--- src/rtl/dacseq_pkg.sv ---
// Package: shared command encodings and field layout for the DAC sequencer.
// Assumes the converter takes 32-bit words with a 4-bit command, a 4-bit
// address, 16-bit data and a 4-bit flag field, upper nibble unused.
package dacseq_pkg;

    localparam int DAC_WORD_W = 32;
    localparam int DAC_DATA_W = 16;
    localparam int DAC_ADDR_W = 4;

    localparam logic [3:0] CMD_WRITE_UPDATE = 4'h3;
    localparam logic [3:0] CMD_SOFT_RESET   = 4'h7;
    localparam logic [3:0] CMD_REF_SETUP    = 4'h8;
    localparam logic [3:0] FLAG_REF_ENABLE  = 4'h1;

    // Fields of one converter command, before packing
    typedef struct packed {
        logic [3:0]            cmd;
        logic [DAC_ADDR_W-1:0] addr;
        logic [DAC_DATA_W-1:0] data;
        logic [3:0]            flags;
    } dac_cmd_t;

endpackage

--- src/rtl/dacseq_word_builder.sv ---
// Module: dacseq_word_builder
// Packs command fields into the 32-bit serial word. Purely combinational.
// Assumes the unused top nibble must be sent as zero.
module dacseq_word_builder
    import dacseq_pkg::*;
(
    input  dac_cmd_t                fields_i,
    output logic [DAC_WORD_W-1:0]   word_o
);

    localparam int PAD_W = DAC_WORD_W - $bits(dac_cmd_t);

    // Place the fields under a zero pad at the top of the word
    always_comb begin
        word_o = {{PAD_W{1'b0}}, fields_i};
    end

endmodule

--- src/rtl/dacseq_spi_shifter.sv ---
// Module: dacseq_spi_shifter
// Shifts one word out MSB first in SPI mode 1 (clock idle low, data launched
// on the rising edge, captured by the slave on the falling edge). It frames
// the word with an active-low select and holds select high for a minimum gap
// afterwards. Assumes go_i is only honoured while idle_o is high.
module dacseq_spi_shifter #(
    parameter int HALF_DIV = 2,   // system cycles per serial clock phase
    parameter int GAP_SCLK = 2,   // minimum select-high time in serial periods
    parameter int WORD_W   = 32
) (
    input  logic              clk,
    input  logic              rst_n,
    input  logic              go_i,
    input  logic [WORD_W-1:0] word_i,
    output logic              idle_o,
    output logic              done_o,
    output logic              sclk_o,
    output logic              mosi_o,
    output logic              cs_n_o
);

    localparam int DIV_W      = $clog2(HALF_DIV + 1);
    localparam int GAP_HALVES = 2 * GAP_SCLK;
    localparam int GAP_W      = $clog2(GAP_HALVES + 1);
    localparam int BIT_W      = $clog2(WORD_W);
    localparam int GAP_CYC    = GAP_HALVES * HALF_DIV;
    localparam int HI_W       = $clog2(GAP_CYC + 1);
    localparam int FALL_W     = $clog2(WORD_W + 1);

    typedef enum logic [2:0] {SH_IDLE, SH_LEAD, SH_HIGH, SH_LOW, SH_GAP} sh_state_t;

    sh_state_t         state;
    logic [DIV_W-1:0]  div_cnt;
    logic [BIT_W-1:0]  bit_idx;
    logic [GAP_W-1:0]  gap_cnt;
    logic [WORD_W-1:0] shreg;
    logic              sclk_q;
    logic              mosi_q;
    logic              cs_n_q;
    logic              done_q;
    logic              tick;

    // Phase tick: one serial half period has elapsed
    always_comb begin
        tick = (div_cnt == DIV_W'(HALF_DIV - 1));
    end

    // Half-period divider, running only while a word or gap is in progress
    always_ff @(posedge clk) begin
        if (!rst_n) begin
            div_cnt <= '0;
        end else if (state == SH_IDLE || tick) begin
            div_cnt <= '0;
        end else begin
            div_cnt <= div_cnt + 1'b1;
        end
    end

    // Framing and shift sequence: lead, 32 high/low phases, then select gap
    always_ff @(posedge clk) begin
        if (!rst_n) begin
            state   <= SH_IDLE;
            bit_idx <= '0;
            gap_cnt <= '0;
            shreg   <= '0;
            sclk_q  <= 1'b0;
            mosi_q  <= 1'b0;
            cs_n_q  <= 1'b1;
            done_q  <= 1'b0;
        end else begin
            done_q <= 1'b0;
            case (state)
                SH_IDLE: begin
                    if (go_i) begin
                        shreg   <= word_i;
                        cs_n_q  <= 1'b0;
                        bit_idx <= '0;
                        state   <= SH_LEAD;
                    end
                end
                SH_LEAD: begin
                    if (tick) begin
                        sclk_q <= 1'b1;
                        mosi_q <= shreg[WORD_W-1];
                        shreg  <= {shreg[WORD_W-2:0], 1'b0};
                        state  <= SH_HIGH;
                    end
                end
                SH_HIGH: begin
                    if (tick) begin
                        sclk_q <= 1'b0;
                        state  <= SH_LOW;
                    end
                end
                SH_LOW: begin
                    if (tick) begin
                        if (bit_idx == BIT_W'(WORD_W - 1)) begin
                            cs_n_q  <= 1'b1;
                            done_q  <= 1'b1;
                            gap_cnt <= '0;
                            state   <= SH_GAP;
                        end else begin
                            sclk_q  <= 1'b1;
                            mosi_q  <= shreg[WORD_W-1];
                            shreg   <= {shreg[WORD_W-2:0], 1'b0};
                            bit_idx <= bit_idx + 1'b1;
                            state   <= SH_HIGH;
                        end
                    end
                end
                SH_GAP: begin
                    if (tick) begin
                        if (gap_cnt == GAP_W'(GAP_HALVES - 1)) begin
                            state <= SH_IDLE;
                        end else begin
                            gap_cnt <= gap_cnt + 1'b1;
                        end
                    end
                end
                default: state <= SH_IDLE;
            endcase
        end
    end

    // Drive the pins and status straight from registers
    always_comb begin
        idle_o = (state == SH_IDLE);
        done_o = done_q;
        sclk_o = sclk_q;
        mosi_o = mosi_q;
        cs_n_o = cs_n_q;
    end

    // ---- checking logic: counters observing the pins over time ----
    logic              sclk_prev;
    logic [HI_W-1:0]   hi_cnt;
    logic [FALL_W-1:0] fall_cnt;

    // Previous serial clock level, for edge detection
    always_ff @(posedge clk) begin
        if (!rst_n) sclk_prev <= 1'b0;
        else        sclk_prev <= sclk_q;
    end

    // Select-high duration, saturating at the required gap
    always_ff @(posedge clk) begin
        if (!rst_n)                       hi_cnt <= HI_W'(GAP_CYC);
        else if (!cs_n_q)                 hi_cnt <= '0;
        else if (hi_cnt != HI_W'(GAP_CYC)) hi_cnt <= hi_cnt + 1'b1;
    end

    // Falling serial edges seen while select is low
    always_ff @(posedge clk) begin
        if (!rst_n || cs_n_q)             fall_cnt <= '0;
        else if (sclk_prev && !sclk_q)    fall_cnt <= fall_cnt + 1'b1;
    end

    p_sclk_idle_low_r5: assert property (@(posedge clk) disable iff (!rst_n)
        cs_n_q |-> !sclk_q);

    p_mosi_rising_only_r5: assert property (@(posedge clk) disable iff (!rst_n)
        !$rose(sclk_q) |-> $stable(mosi_q));

    p_word_len_r5: assert property (@(posedge clk) disable iff (!rst_n)
        $rose(cs_n_q) |-> (fall_cnt == FALL_W'(WORD_W)));

    p_cs_gap_r6: assert property (@(posedge clk) disable iff (!rst_n)
        $fell(cs_n_q) |-> (hi_cnt == HI_W'(GAP_CYC)));

endmodule

--- src/rtl/dacseq_ctrl.sv ---
// Module: dacseq_ctrl
// Command sequencer. After reset it issues the converter reset and
// reference-enable commands. It then accepts packed sample words and issues
// one write-and-update command per half word, with channel numbers in rising
// order and wrapping. Assumes NUM_CH is even and no larger than 16.
module dacseq_ctrl
    import dacseq_pkg::*;
#(
    parameter int NUM_CH = 8
) (
    input  logic                    clk,
    input  logic                    rst_n,
    input  logic [2*DAC_DATA_W-1:0] smp_data_i,
    input  logic                    smp_valid_i,
    output logic                    smp_ready_o,
    input  logic                    sh_idle_i,
    input  logic                    sh_done_i,
    output logic                    sh_go_o,
    output dac_cmd_t                fields_o
);

    localparam int CH_W = $clog2(NUM_CH);

    typedef enum logic [2:0] {CT_RESET_DAC, CT_REF_ON, CT_WAIT, CT_LOW, CT_HIGH} ct_state_t;

    ct_state_t               state;
    logic                    issued;
    logic [CH_W-1:0]         chan;
    logic [CH_W-1:0]         chan_next;
    logic [2*DAC_DATA_W-1:0] hold;

    // Next channel number, wrapping after the last one
    always_comb begin
        chan_next = (chan == CH_W'(NUM_CH - 1)) ? '0 : chan + 1'b1;
    end

    // Start a transfer once per command while the shifter is free
    always_comb begin
        sh_go_o     = (state != CT_WAIT) && !issued && sh_idle_i;
        smp_ready_o = (state == CT_WAIT);
    end

    // Select the fields of the command for the current step
    always_comb begin
        fields_o = '0;
        case (state)
            CT_RESET_DAC: fields_o.cmd = CMD_SOFT_RESET;
            CT_REF_ON: begin
                fields_o.cmd   = CMD_REF_SETUP;
                fields_o.flags = FLAG_REF_ENABLE;
            end
            CT_LOW: begin
                fields_o.cmd  = CMD_WRITE_UPDATE;
                fields_o.addr = DAC_ADDR_W'(chan);
                fields_o.data = hold[DAC_DATA_W-1:0];
            end
            CT_HIGH: begin
                fields_o.cmd  = CMD_WRITE_UPDATE;
                fields_o.addr = DAC_ADDR_W'(chan);
                fields_o.data = hold[2*DAC_DATA_W-1:DAC_DATA_W];
            end
            default: fields_o = '0;
        endcase
    end

    // Step through set-up, then sample pairs, advancing on each finished word
    always_ff @(posedge clk) begin
        if (!rst_n) begin
            state  <= CT_RESET_DAC;
            issued <= 1'b0;
            chan   <= '0;
            hold   <= '0;
        end else begin
            if (sh_go_o) issued <= 1'b1;
            case (state)
                CT_WAIT: begin
                    if (smp_valid_i) begin
                        hold  <= smp_data_i;
                        state <= CT_LOW;
                    end
                end
                CT_RESET_DAC: if (sh_done_i) begin
                    issued <= 1'b0;
                    state  <= CT_REF_ON;
                end
                CT_REF_ON: if (sh_done_i) begin
                    issued <= 1'b0;
                    state  <= CT_WAIT;
                end
                CT_LOW: if (sh_done_i) begin
                    issued <= 1'b0;
                    chan   <= chan_next;
                    state  <= CT_HIGH;
                end
                CT_HIGH: if (sh_done_i) begin
                    issued <= 1'b0;
                    chan   <= chan_next;
                    state  <= CT_WAIT;
                end
                default: state <= CT_RESET_DAC;
            endcase
        end
    end

    p_ready_drop_r7: assert property (@(posedge clk) disable iff (!rst_n)
        (smp_valid_i && smp_ready_o) |=> !smp_ready_o);

    p_high_half_odd_r3: assert property (@(posedge clk) disable iff (!rst_n)
        (state == CT_HIGH) |-> chan[0]);

    p_low_half_even_r3: assert property (@(posedge clk) disable iff (!rst_n)
        (state == CT_LOW) |-> !chan[0]);

    p_ready_only_idle_r7: assert property (@(posedge clk) disable iff (!rst_n)
        $rose(smp_ready_o) |-> $past(sh_done_i));

endmodule

--- src/rtl/dac_spi_sequencer.sv ---
// Module: dac_spi_sequencer (top)
// Connects the command sequencer, the word packer and the mode-1 shifter.
// Assumes a synchronous active-low reset and CLK_DIV >= 1 system cycles per
// serial clock phase.
module dac_spi_sequencer
    import dacseq_pkg::*;
#(
    parameter int CLK_DIV     = 2,
    parameter int CS_GAP_SCLK = 2,
    parameter int NUM_CH      = 8
) (
    input  logic        clk,
    input  logic        rst_n,
    input  logic [31:0] smp_data_i,
    input  logic        smp_valid_i,
    output logic        smp_ready_o,
    output logic        sclk_o,
    output logic        mosi_o,
    output logic        cs_n_o
);

    dac_cmd_t               fields;
    logic [DAC_WORD_W-1:0]  word;
    logic                   sh_go;
    logic                   sh_idle;
    logic                   sh_done;

    dacseq_ctrl #(
        .NUM_CH (NUM_CH)
    ) u_ctrl (
        .clk         (clk),
        .rst_n       (rst_n),
        .smp_data_i  (smp_data_i),
        .smp_valid_i (smp_valid_i),
        .smp_ready_o (smp_ready_o),
        .sh_idle_i   (sh_idle),
        .sh_done_i   (sh_done),
        .sh_go_o     (sh_go),
        .fields_o    (fields)
    );

    dacseq_word_builder u_builder (
        .fields_i (fields),
        .word_o   (word)
    );

    dacseq_spi_shifter #(
        .HALF_DIV (CLK_DIV),
        .GAP_SCLK (CS_GAP_SCLK),
        .WORD_W   (DAC_WORD_W)
    ) u_shifter (
        .clk    (clk),
        .rst_n  (rst_n),
        .go_i   (sh_go),
        .word_i (word),
        .idle_o (sh_idle),
        .done_o (sh_done),
        .sclk_o (sclk_o),
        .mosi_o (mosi_o),
        .cs_n_o (cs_n_o)
    );

    p_reset_pins_r8: assert property (@(posedge clk)
        $past(!rst_n) |-> (cs_n_o && !sclk_o && !smp_ready_o));

endmodule

--- config.mk ---
export PLATFORM = sky130hd
export DESIGN_NAME = dac_spi_sequencer
export DESIGN_NICKNAME = d
export VERILOG_FILES = /design/src/rtl/dacseq_pkg.sv /design/src/rtl/dacseq_word_builder.sv /design/src/rtl/dacseq_spi_shifter.sv /design/src/rtl/dacseq_ctrl.sv /design/src/rtl/dac_spi_sequencer.sv
export SDC_FILE = /design/constraint.sdc
export NUM_CORES = 1
export LEC_CHECK = 0
export CORE_MARGIN = 2
export CORE_UTILIZATION = 45
export CTS_CLUSTER_SIZE = 20
export DETAILED_ROUTE_END_ITERATION = 8
export HOLD_SLACK_MARGIN = 0.03
export PLACE_DENSITY = 0.67
export SETUP_SLACK_MARGIN = 0.4
export SYNTH_ARGS = -nofsm -noshare
export SYNTH_HDL_FRONTEND = slang
export SYNTH_SLANG_ARGS = --single-unit
--- constraint.sdc ---
create_clock -name clk -period 1.9 [get_ports clk]
set_input_delay 0.38 -clock clk [delete_from_list [all_inputs] [get_ports clk]]
set_output_delay 0.38 -clock clk [all_outputs]
set_load 0.01 [all_outputs]
### After elaboration in Yosys (flattened, before gate mapping)

Cells that the tools add are included.

| word-level totals | value |
|---|---|
| flip-flop bits (word level) | 88 |

| cells by class | value |
|---|---|
| add/sub/neg operators | 4 |
| reduce and logical (&&, ||, !) cells | 26 |
| bitwise logic cells | 1 |
| multiplexer cells | 48 |
| equality and inequality tests | 26 |

Operator list:

| cell | count |
|---|---|
| $mux W32 | 4 |
| $pmux W32 S3 | 1 |
| $mux W3 | 16 |
| $pmux W19 S2 | 1 |
| $ne A2 B1 Y1 const B | 9 |
| $reduce_and A4 Y1 | 4 |
| $eq A3 B2 Y1 const B | 5 |
| $mux W1 | 15 |
| $mux W5 | 3 |
| $pmux W3 S5 | 1 |
| $reduce_and A5 Y1 | 3 |
| $pmux W3 S4 | 1 |
| $pmux W4 S3 | 1 |
| $pmux W5 S2 | 1 |
| $eq A3 B3 Y1 const B | 3 |
| $ne A2 B2 Y1 const B | 4 |
| $add A3 B1 Y3 const B | 2 |
| $eq A3 B1 Y1 const B | 2 |
| $logic_not A3 Y1 | 2 |
| $pmux W3 S2 | 1 |
| $reduce_and A6 Y1 | 1 |
| $reduce_bool A2 Y1 | 3 |
| $reduce_bool A3 Y1 | 2 |
| $reduce_or A2 Y1 | 3 |
| 14 further kinds | 17 |

### Logic depth before layout (Yosys ltp)

Gate-level depths: netlist of run 1.

| logic depth | value |
|---|---|
| depth in word-level cells | 6 |
| mapped depth | 8 |
| depth with buffers taken out | 7 |

### Hierarchy

From an unflattened synthesis of run 1, not the netlist that was laid out.

| unflattened totals | value |
|---|---|
| cells, all modules | 496 |
| area, all modules | 4604.4 µm² |

By module, submodules not included:

| module | area an instance (µm²) | cells an instance | times used | sequential area each (µm²) |
|---|---|---|---|---|
| dacseq_spi_shifter | 2548.7 | 248 | 1 | 980.9 |
| dacseq_ctrl | 1811.7 | 215 | 1 | 780.7 |
| dacseq_word_builder | 244.0 | 33 | 1 | 0.0 |

### Worst setup path before layout of run 1

Ideal clock, no wire load.

| timing path | value |
|---|---|
| path type | register -> register |
| from | reg u_shifter.bit_idx[0] |
| to | reg u_shifter.gap_cnt[1] |
| setup time | 132 ps |
| clock period less this slack | 1771 ps |
| path buffers | 0 |
| required time | 1768 ps |
| cell stages (with the launch flop) | 8 |
| arrival | 1638 ps |
| path slack | 129 ps |
| path through | dfxtp_1 > ha_1 > and3_1 > ha_1 > and4b_1 > o21ai_0 > or3_1 > a21oi_1 |

| between the ends | value |
|---|---|
| cells in the longest elaborated chain, start to end | 3 |

RTL lines:

| what | line | RTL |
|---|---|---|
| start, declared | dacseq_spi_shifter.sv:34 | `logic [BIT_W-1:0] bit_idx;` |
| start signal, assigned | dacseq_spi_shifter.sv:106 | `bit_idx <= bit_idx + 1'b1;` |
| $eq A5 B5 Y1 | dacseq_spi_shifter.sv:97 | `if (bit_idx == BIT_W'(WORD_W - 1)) begin` |
| $ne A2 B1 Y1 (no line) | -- |  |
| $reduce_and A5 Y1 (no line) | -- |  |
| end signal, assigned | dacseq_spi_shifter.sv:116 | `gap_cnt <= gap_cnt + 1'b1;` |
| end, declared | dacseq_spi_shifter.sv:35 | `logic [GAP_W-1:0] gap_cnt;` |

Every way passes these cells.
A chain may end at the register's enable or synchronous reset.

### Worst setup path in the final report of run 1

| timing path | value |
|---|---|
| from | reg u_shifter.state[2] |
| to | reg u_shifter.shreg[27] |

| between the ends | value |
|---|---|
| cells in the longest elaborated chain, start to end | 4 |

RTL lines:

| what | line | RTL |
|---|---|---|
| start, declared | dacseq_spi_shifter.sv:32 | `sh_state_t state;` |
| start signal, assigned | dacseq_spi_shifter.sv:62 | `state <= SH_IDLE;` |
| start signal, assigned | dacseq_spi_shifter.sv:78 | `state <= SH_LEAD;` |
| start signal, assigned | dacseq_spi_shifter.sv:86 | `state <= SH_HIGH;` |
| $logic_not A3 Y1 | dacseq_spi_shifter.sv:72, dacseq_spi_shifter.sv:127 |  |
| $logic_and A1 B1 Y1 | dacseq_ctrl.sv:39 | `sh_go_o = (state != CT_WAIT) && !issued && sh_idle_i;` |
| $ne A2 B2 Y1 (no line) | -- |  |
| $reduce_and A5 Y1 (no line) | -- |  |
| end signal, assigned | dacseq_spi_shifter.sv:75 | `shreg <= word_i;` |
| end signal, assigned | dacseq_spi_shifter.sv:85 | `shreg <= {shreg[WORD_W-2:0], 1'b0};` |
| end signal, assigned | dacseq_spi_shifter.sv:105 | `shreg <= {shreg[WORD_W-2:0], 1'b0};` |
| end, declared | dacseq_spi_shifter.sv:36 | `logic [WORD_W-1:0] shreg;` |

Parallel ways exist; a longest one is shown, timed or not.

==> summary.log, run 1 <==
[sta] worst setup skew after layout 0.00963 ns
[sta] Fin. Hold Viols 0
[status] outcome completed
[clock_tree] H-tree lvl count 3
[clock_tree] CTS Buffer Depth 2
[place] post-detailed-placement half-perimeter wirelength 5330 um
[floorplanning] die height 95.8 um
[place] number of port buffers 38
[floorplanning] Die ar. 9170 sq um
[route] DRC violations left 0
[synth] synthesized flop and latch total 88
[route] average via count per standard cell 5.51
[place] worst slack at placement 0.182 ns
[hold_path] Hold Startpoint u_shifter.shreg[17]
[sta] unrepaired setup endpoints after global routing yes
[global_routing] pin count of the biggest net entering global routing 48
[worst_setup_path] Worst R2R Start u_shifter.state[2]
[clock_tree] Inserted Clock Buffers 9
[worst_setup_path] worst r2r path cells 5
[sta] setup TNS 0 ns
[sta] remaining max-slew budget at the tightest pin 0.656
[place] weighted congestion reported at the end of routability-driven placement 0.819
[power_and_ir_drop] total leakage power 0.00181 uW
[hold_path] WHS Endpoint u_shifter.shreg[17]
[clock_tree] number of hold-repair buffers added at the cts stage 0
[clock_tree] clock network latency to the later pin of the worst-skew pair 0.35 ns
[global_routing] vias in the first global route 3165
[sta] final worst-path cycle share 0.924
[hold_path] type of the tightest min-delay check reg -> reg
[worst_setup_path] Crit. End Element flop
[synth] Yosys top cell by area dfxtp_1
[clock_tree] CTS tree done
[synth] total nets after synthesis 500
[sta] actual slew at the worst max-slew pin 0.509 ns
[sta] hold_ws 0.458 ns
[synth] Synth cell types 50
[layout] proportion of layout cells with a drive suffix above 1 0.219
[layout] Post-layout nets 549
[route] count of nets left with antenna violations after detail routing 0
[job] number of maximum-capacitance violations 0
[floorplanning] io pins 39
[synth] Avg Cell Area, Syn 8.28 sq um
[synth] Yosys top cell area share 0.465
[layout] share of the core filled with cells 0.631
[worst_setup_path] largest fanout of any net on the critical path 11
[sta] FMAX 570 MHz
[worst_setup_path] worst setup path category reg -> reg
[synth] part of the Yosys area used for sequential elements 0.465
[route] average wire per standard cell 15.1 um
[worst_setup_path] crit start category flop
[sta] Final min period 1.75 ns
[synth] cell area after technology mapping 3790 sq um
[sta] endpoints failing setup 0
[global_routing] Total Routing Usage GR 0.208
[floorplanning] horizontal die dimension 95.8 um
[floorplanning] number of core rows 33
[worst_setup_path] reg-to-reg setup timing slack 0.15 ns
[sta] count of final max-slew check failures 0
[worst_setup_path] data required time of the worst path 2.14 ns
[layout] final-layout fill cell count 687
[route] first-iteration detailed-routing DRC count 209
[worst_setup_path] end of the worst register-to-register path u_shifter.shreg[27]
[layout] Diodes inserted 0
[power_and_ir_drop] power per cell area 1160 nW/um^2
[floorplanning] initial standard-cell utilization of the core 0.464
[synth] most numerous cell in the Yosys netlist nand2_1
[sta] fin worst setup slack 0.145 ns
[route] total via count in the routed design 3401
[clock_tree] Root Driver clkbuf_8
[synth] async set-or-reset flop fraction in the synthesized netlist 0
[synth] number of standard cells after synthesis 458
[synth] number of enable flip-flop cells after synthesis 0
[power_and_ir_drop] Worst IR Drop VDD 0.523 mV
[synth] YS warnings 0
[synth] Commonest cells post-synth nand2_1, dfxtp_1, a21oi_1
[route] number of detailed-route iterations in the first pass 4
[global_routing] first-pass GRT wire length 15000 um
[floorplanning] core area 8180 sq um
[synth] most common flop cell mapped by yosys dfxtp_1
[layout] P&R area growth vs syn 36.0%
[clock_tree] Sink Count 88
[synth] ranking of synthesized cells by area dfxtp_1, nand2_1, a21oi_1, a221o_1, o211ai_1
[global_routing] antenna violations before repair 0
[clock_tree] clock-pin slew of the registers on the worst-case setup and hold paths 0.09 ns
[route] overall routed net length 9320 um
[global_routing] total grt overflow 0
[power_and_ir_drop] Power Total 5970 uW
[hold_path] number of cells on the worst hold path 2
[worst_setup_path] Critical Path AT 1.99 ns
state kept, by name, summed over array words and instances (netlist names):
register           cells
u_shifter.gap_cnt      3
u_ctrl.state           3
u_ctrl.hold           32
u_shifter.state        3
u_shifter.div_cnt      2
u_shifter.cs_n_o       1
u_ctrl.chan            3
u_shifter.bit_idx      5
u_shifter.sclk_o       1
u_ctrl.issued          1
u_shifter.shreg       32
u_shifter.mosi_o       1
u_shifter.done_o       1
cells by family (layout without fill, tap and decap cells):
group,count (synthesis),count (layout),synth area share
adders and majority gates,7,7,0.0231
AOI/OAI and AO/OA,136,136,0.233
DFF,88,88,0.465
muxes,3,3,0.00792
buffers and inverters,46,100,0.0541
and+or+nand+nor,178,178,0.217
where the power goes:
| part | switching, uW | leakage [uW] | internal (uW) |
|---|---|---|---|
| Sequential | 122 | 0.000719 | 2040 |
| Clock | 663 | 0.000128 | 1010 |
| Combinational | 1040 | 0.000959 | 1090 |
| Total | 1830 | 0.00181 | 4140 |
through the flow:
step | cells | area [sq um]
after floorplan | 458 | 3920
after global placement | 579 | 4430
after detailed placement | 579 | 4430
after CTS | 609 | 4960
after global routing | 617 | 5160
final | 617 | 5160
cell usage in the layout (no fill, tap or decap), types with 5 or more instances in the layout:
master,count
buf_4,22
buf_6,6
dfxtp_1,81
buf_12,7
o211ai_1,16
a221o_1,17
clkdlybuf4s50_1,34
inv_1,5
nand2_1,105
clkbuf_8,9
nor2_1,15
a21oi_1,63
nand3_1,13
nand3_2,5
a21oi_2,9
how the worst max path moves through the flow:
| stage | end | startpoint | slack, ns | cells after the start |
|---|---|---|---|---|
| after CTS | u_shifter.shreg[9] | u_shifter.bit_idx[1] | 0.19 | 9 |
| after floorplan | u_shifter.cs_n_o | u_ctrl.issued | 0.24 | 4 |
| after global placement | u_shifter.bit_idx[2] | u_ctrl.issued | 0.20 | 4 |
| after detailed placement | u_shifter.bit_idx[2] | u_ctrl.issued | 0.18 | 4 |
| final | u_shifter.shreg[27] | u_shifter.state[2] | 0.15 | 5 |
| after global routing | u_shifter.shreg[7] | u_shifter.bit_idx[1] | 0.08 | 8 |
per-layer routing:
metal / up-vias / routed length, um / global-route usage
li1: 1710 / - / -
met2: 75 / 4560 / 0.351
met3: 12 / 387 / 0.0305
met4: 0 / 145 / 0.0881
met1: 1604 / 4220 / 0.265
met5: - / 0 / 0
critical path, stage by stage (launching register included):
cell and delay, ns:
dfxtp_2 0.33, or4_4 0.58, a2bb2oi_4 0.19, buf_12 0.16
a211oi_1 0.29, nor3_2 0.09
timing repair:
item,in CTS,in global routing
setup endpoints to repair,83,79
resized for setup,29,33
cloned,3,2
pin swaps,45,20
setup buffers,11,6
cell type report:
| type | instances | area [sq um] | area share |
|---|---|---|---|
| Inverter | 6 | 22.5 | 0.00437 |
| Clock inverter | 5 | 129 | 0.0250 |
| Clock buffer | 11 | 131 | 0.0255 |
| Timing Repair Buffer | 78 | 882 | 0.171 |
| Sequential cell | 88 | 1780 | 0.345 |
| Multi-Input combinational cell | 324 | 2080 | 0.404 |
| Tap cell | 105 | 131 | 0.0255 |
Power figures use the tool's default switching activity.
==> run 2: changes to the inputs <==
CORE_MARGIN = unset   (was 2)
==> run 2 against run 1 <==
Effect of this change:
- clock skew shrank 0.0013 ns
- final cell count decreased by 0.65%
- global-route usage is 0.78 points higher
- fmax grew 1.1%
- largest cell class unchanged
- hold slack got worse by 0.0047 ns
- sequential share of layout area increased by 1.2 points
- clock power decreased by 25%
- combinational power shrank 13%
- highest routed layer unchanged
- total power shrank 12%
- sequential cell count stayed put
==> summary.log, run 2 (same netlist as run 1, synthesis figures left out) <==
[worst_setup_path] data required time of the worst path 2.18 ns [+0.04 ns]
[global_routing] first-pass GRT wire length 14900 um [-0.23%]
[clock_tree] CTS tree done
[clock_tree] clock-pin slew of the registers on the worst-case setup and hold paths 0.08 ns [about the same]
[route] average wire per standard cell 14.5 um [-4.3%]
[layout] registers with the most flip-flops u_ctrl.hold: 32 flops, u_shifter.shreg: 32 flops, u_shifter.bit_idx: 5 flops
[sta] hold_ws 0.453 ns [-0.00468 ns]
[worst_setup_path] worst setup path category reg -> reg
[global_routing] total grt overflow 0 [unchanged]
[clock_tree] Sink Count 88 [unchanged]
[floorplanning] initial standard-cell utilization of the core 0.464 [unchanged]
[global_routing] pin count of the biggest net entering global routing 61 [+27%]
[layout] area of the multi-input gates 2060 sq um [-0.96%]
[sta] endpoints failing setup 0 [unchanged]
[sta] remaining max-slew budget at the tightest pin 0.661 [+0.00501]
[route] overall routed net length 8860 um [-4.9%]
[clock_tree] number of hold-repair buffers added at the cts stage 0 [unchanged]
[job] number of maximum-capacitance violations 0 [unchanged]
[worst_setup_path] crit start category flop
[route] number of detailed-route iterations in the first pass 4 [unchanged]
[route] first-iteration detailed-routing DRC count 150 [-28%]
[sta] Final min period 1.74 ns [-0.0191 ns]
[clock_tree] Root Driver clkbuf_8
[sta] FMAX 576 MHz [+1.1%]
[floorplanning] die height 93.8 um [-2.1%]
[worst_setup_path] Crit. End Element flop
[place] weighted congestion reported at the end of routability-driven placement 0.853 [+4.1%]
[clock_tree] clock network latency to the later pin of the worst-skew pair 0.35 ns [about the same]
[layout] Diodes inserted 0 [unchanged]
[place] number of port buffers 38 [unchanged]
[sta] worst setup skew after layout 0.00832 ns [-0.00131 ns]
[sta] unrepaired setup endpoints after global routing yes
[layout] P&R area growth vs syn 31.1%
[floorplanning] core area 8180 sq um [unchanged]
[sta] final worst-path cycle share 0.914 [-0.0100]
[layout] most frequent cells in the layout nand2_1, dfxtp_1, a21oi_1
[worst_setup_path] Critical Path AT 2.01 ns [+0.02 ns]
[power_and_ir_drop] Worst IR Drop VDD 0.463 mV [-12%]
[hold_path] type of the tightest min-delay check reg -> reg
[floorplanning] io pins 39 [unchanged]
[clock_tree] CTS Buffer Depth 2 [unchanged]
[layout] final-layout fill cell count 740 [+7.7%]
[status] outcome completed
[clock_tree] Inserted Clock Buffers 9 [unchanged]
[layout] Post-layout nets 547 [-0.36%]
[place] placement-stage cell area 4430 sq um [about the same]
[global_routing] antenna violations before repair 0 [unchanged]
[power_and_ir_drop] power per cell area 1060 nW/um^2 [-8.4%]
[layout] Final Instance Area 4970 sq um [-3.6%]
[place] worst slack at placement 0.180 ns [-0.00213 ns]
[sta] fin worst setup slack 0.164 ns [+0.0191 ns]
[sta] actual slew at the worst max-slew pin 0.505 ns [-0.00466 ns]
[sta] Fin. Hold Viols 0 [unchanged]
[worst_setup_path] largest fanout of any net on the critical path 8 [-3]
[power_and_ir_drop] total leakage power 0.00172 uW [-4.5%]
[floorplanning] Die ar. 8800 sq um [-4.1%]
[layout] total area of sequential cells 1770 sq um [-0.21%]
[layout] proportion of layout cells with a drive suffix above 1 0.199 [-0.0199]
[route] average via count per standard cell 5.52 [+0.18%]
[power_and_ir_drop] Power Total 5270 uW [-12%]
[global_routing] vias in the first global route 3192 [+0.85%]
[route] DRC violations left 0 [unchanged]
[clock_tree] H-tree lvl count 3 [unchanged]
[worst_setup_path] reg-to-reg setup timing slack 0.16 ns [+0.02 ns]
[floorplanning] horizontal die dimension 93.8 um [-2.1%]
[floorplanning] number of core rows 33 [unchanged]
[sta] setup TNS 0 ns [unchanged]
[place] post-detailed-placement half-perimeter wirelength 5280 um [-0.96%]
[layout] most frequent standard cell in the layout excluding fill and tap cells nand2_1
[global_routing] Total Routing Usage GR 0.216 [+0.00779]
[sta] count of final max-slew check failures 0 [unchanged]
[route] total via count in the routed design 3385 [-0.47%]
[route] count of nets left with antenna violations after detail routing 0 [unchanged]
-- run 2: cell count changes in the layout (fill, tap and decap cells not counted), moves of 3 or more --
| cell | delta |
|---|---|
| bufinv_16 | -3 |
| dfxtp_2 | +3 |
| nand3_2 | -3 |
| buf_4 | +3 |
| buf_6 | -3 |
-- run 2: layout make-up --
class                           count  share of cell area
Multi-Input combinational cell    325               0.415
Inverter                            6             0.00453
Timing Repair Buffer               75               0.160
Tap cell                          105              0.0264
Clock inverter                      3             0.00881
Sequential cell                    88               0.357
Clock buffer                       11              0.0285
-- run 2: critical path: stages (launching register included) --
cell      delay, ns
dfxtp_2        0.34
ha_4           0.16
and3_4         0.18
ha_4           0.16
and2_4         0.16
o22ai_4        0.13
buf_12         0.16
buf_12         0.14
o211ai_1       0.08
a21oi_1        0.15
-- run 2: path summary, 6_finish.rpt --
path,start,to,depth (start not counted)
max reg2reg,u_shifter.bit_idx[1],u_shifter.shreg[5],9
max,u_shifter.bit_idx[1],u_shifter.shreg[5],9
min,u_shifter.shreg[3],u_shifter.shreg[3],2
min reg2reg,u_shifter.shreg[3],u_shifter.shreg[3],2
-- run 2: per-layer routing --
layer | global-route usage | vias up | part of all wire
li1 | - | 1710 | -
met1 | 0.266 | 1610 | 0.45
met2 | 0.364 | 57 | 0.50
met3 | 0.0542 | 8 | 0.034
met4 | 0.0744 | 0 | 0.012
met5 | 0 | - | 0
-- run 2: timing repair --
action,CTS,global route
setup buffers,10,4
pin swaps,43,16
endpoints found under the setup margin,81,82
gates cloned,3,1
hold endpoints to repair,0,0
gates resized for setup,18,32
-- run 2: metrics by stage --
step           utilization  instances
2_1_floorplan            -        458
3_3_place_gp         0.542        581
3_5_place_dp         0.542        581
4_1_cts              0.589        608
5_1_grt              0.608        613
6_report             0.608        613
-- run 2: report_power, final --
part           leakage [uW]  switching, uW  internal, uW
Combinational      0.000910            971           904
Clock             0.0000952            619           631
Sequential         0.000718            107          2040
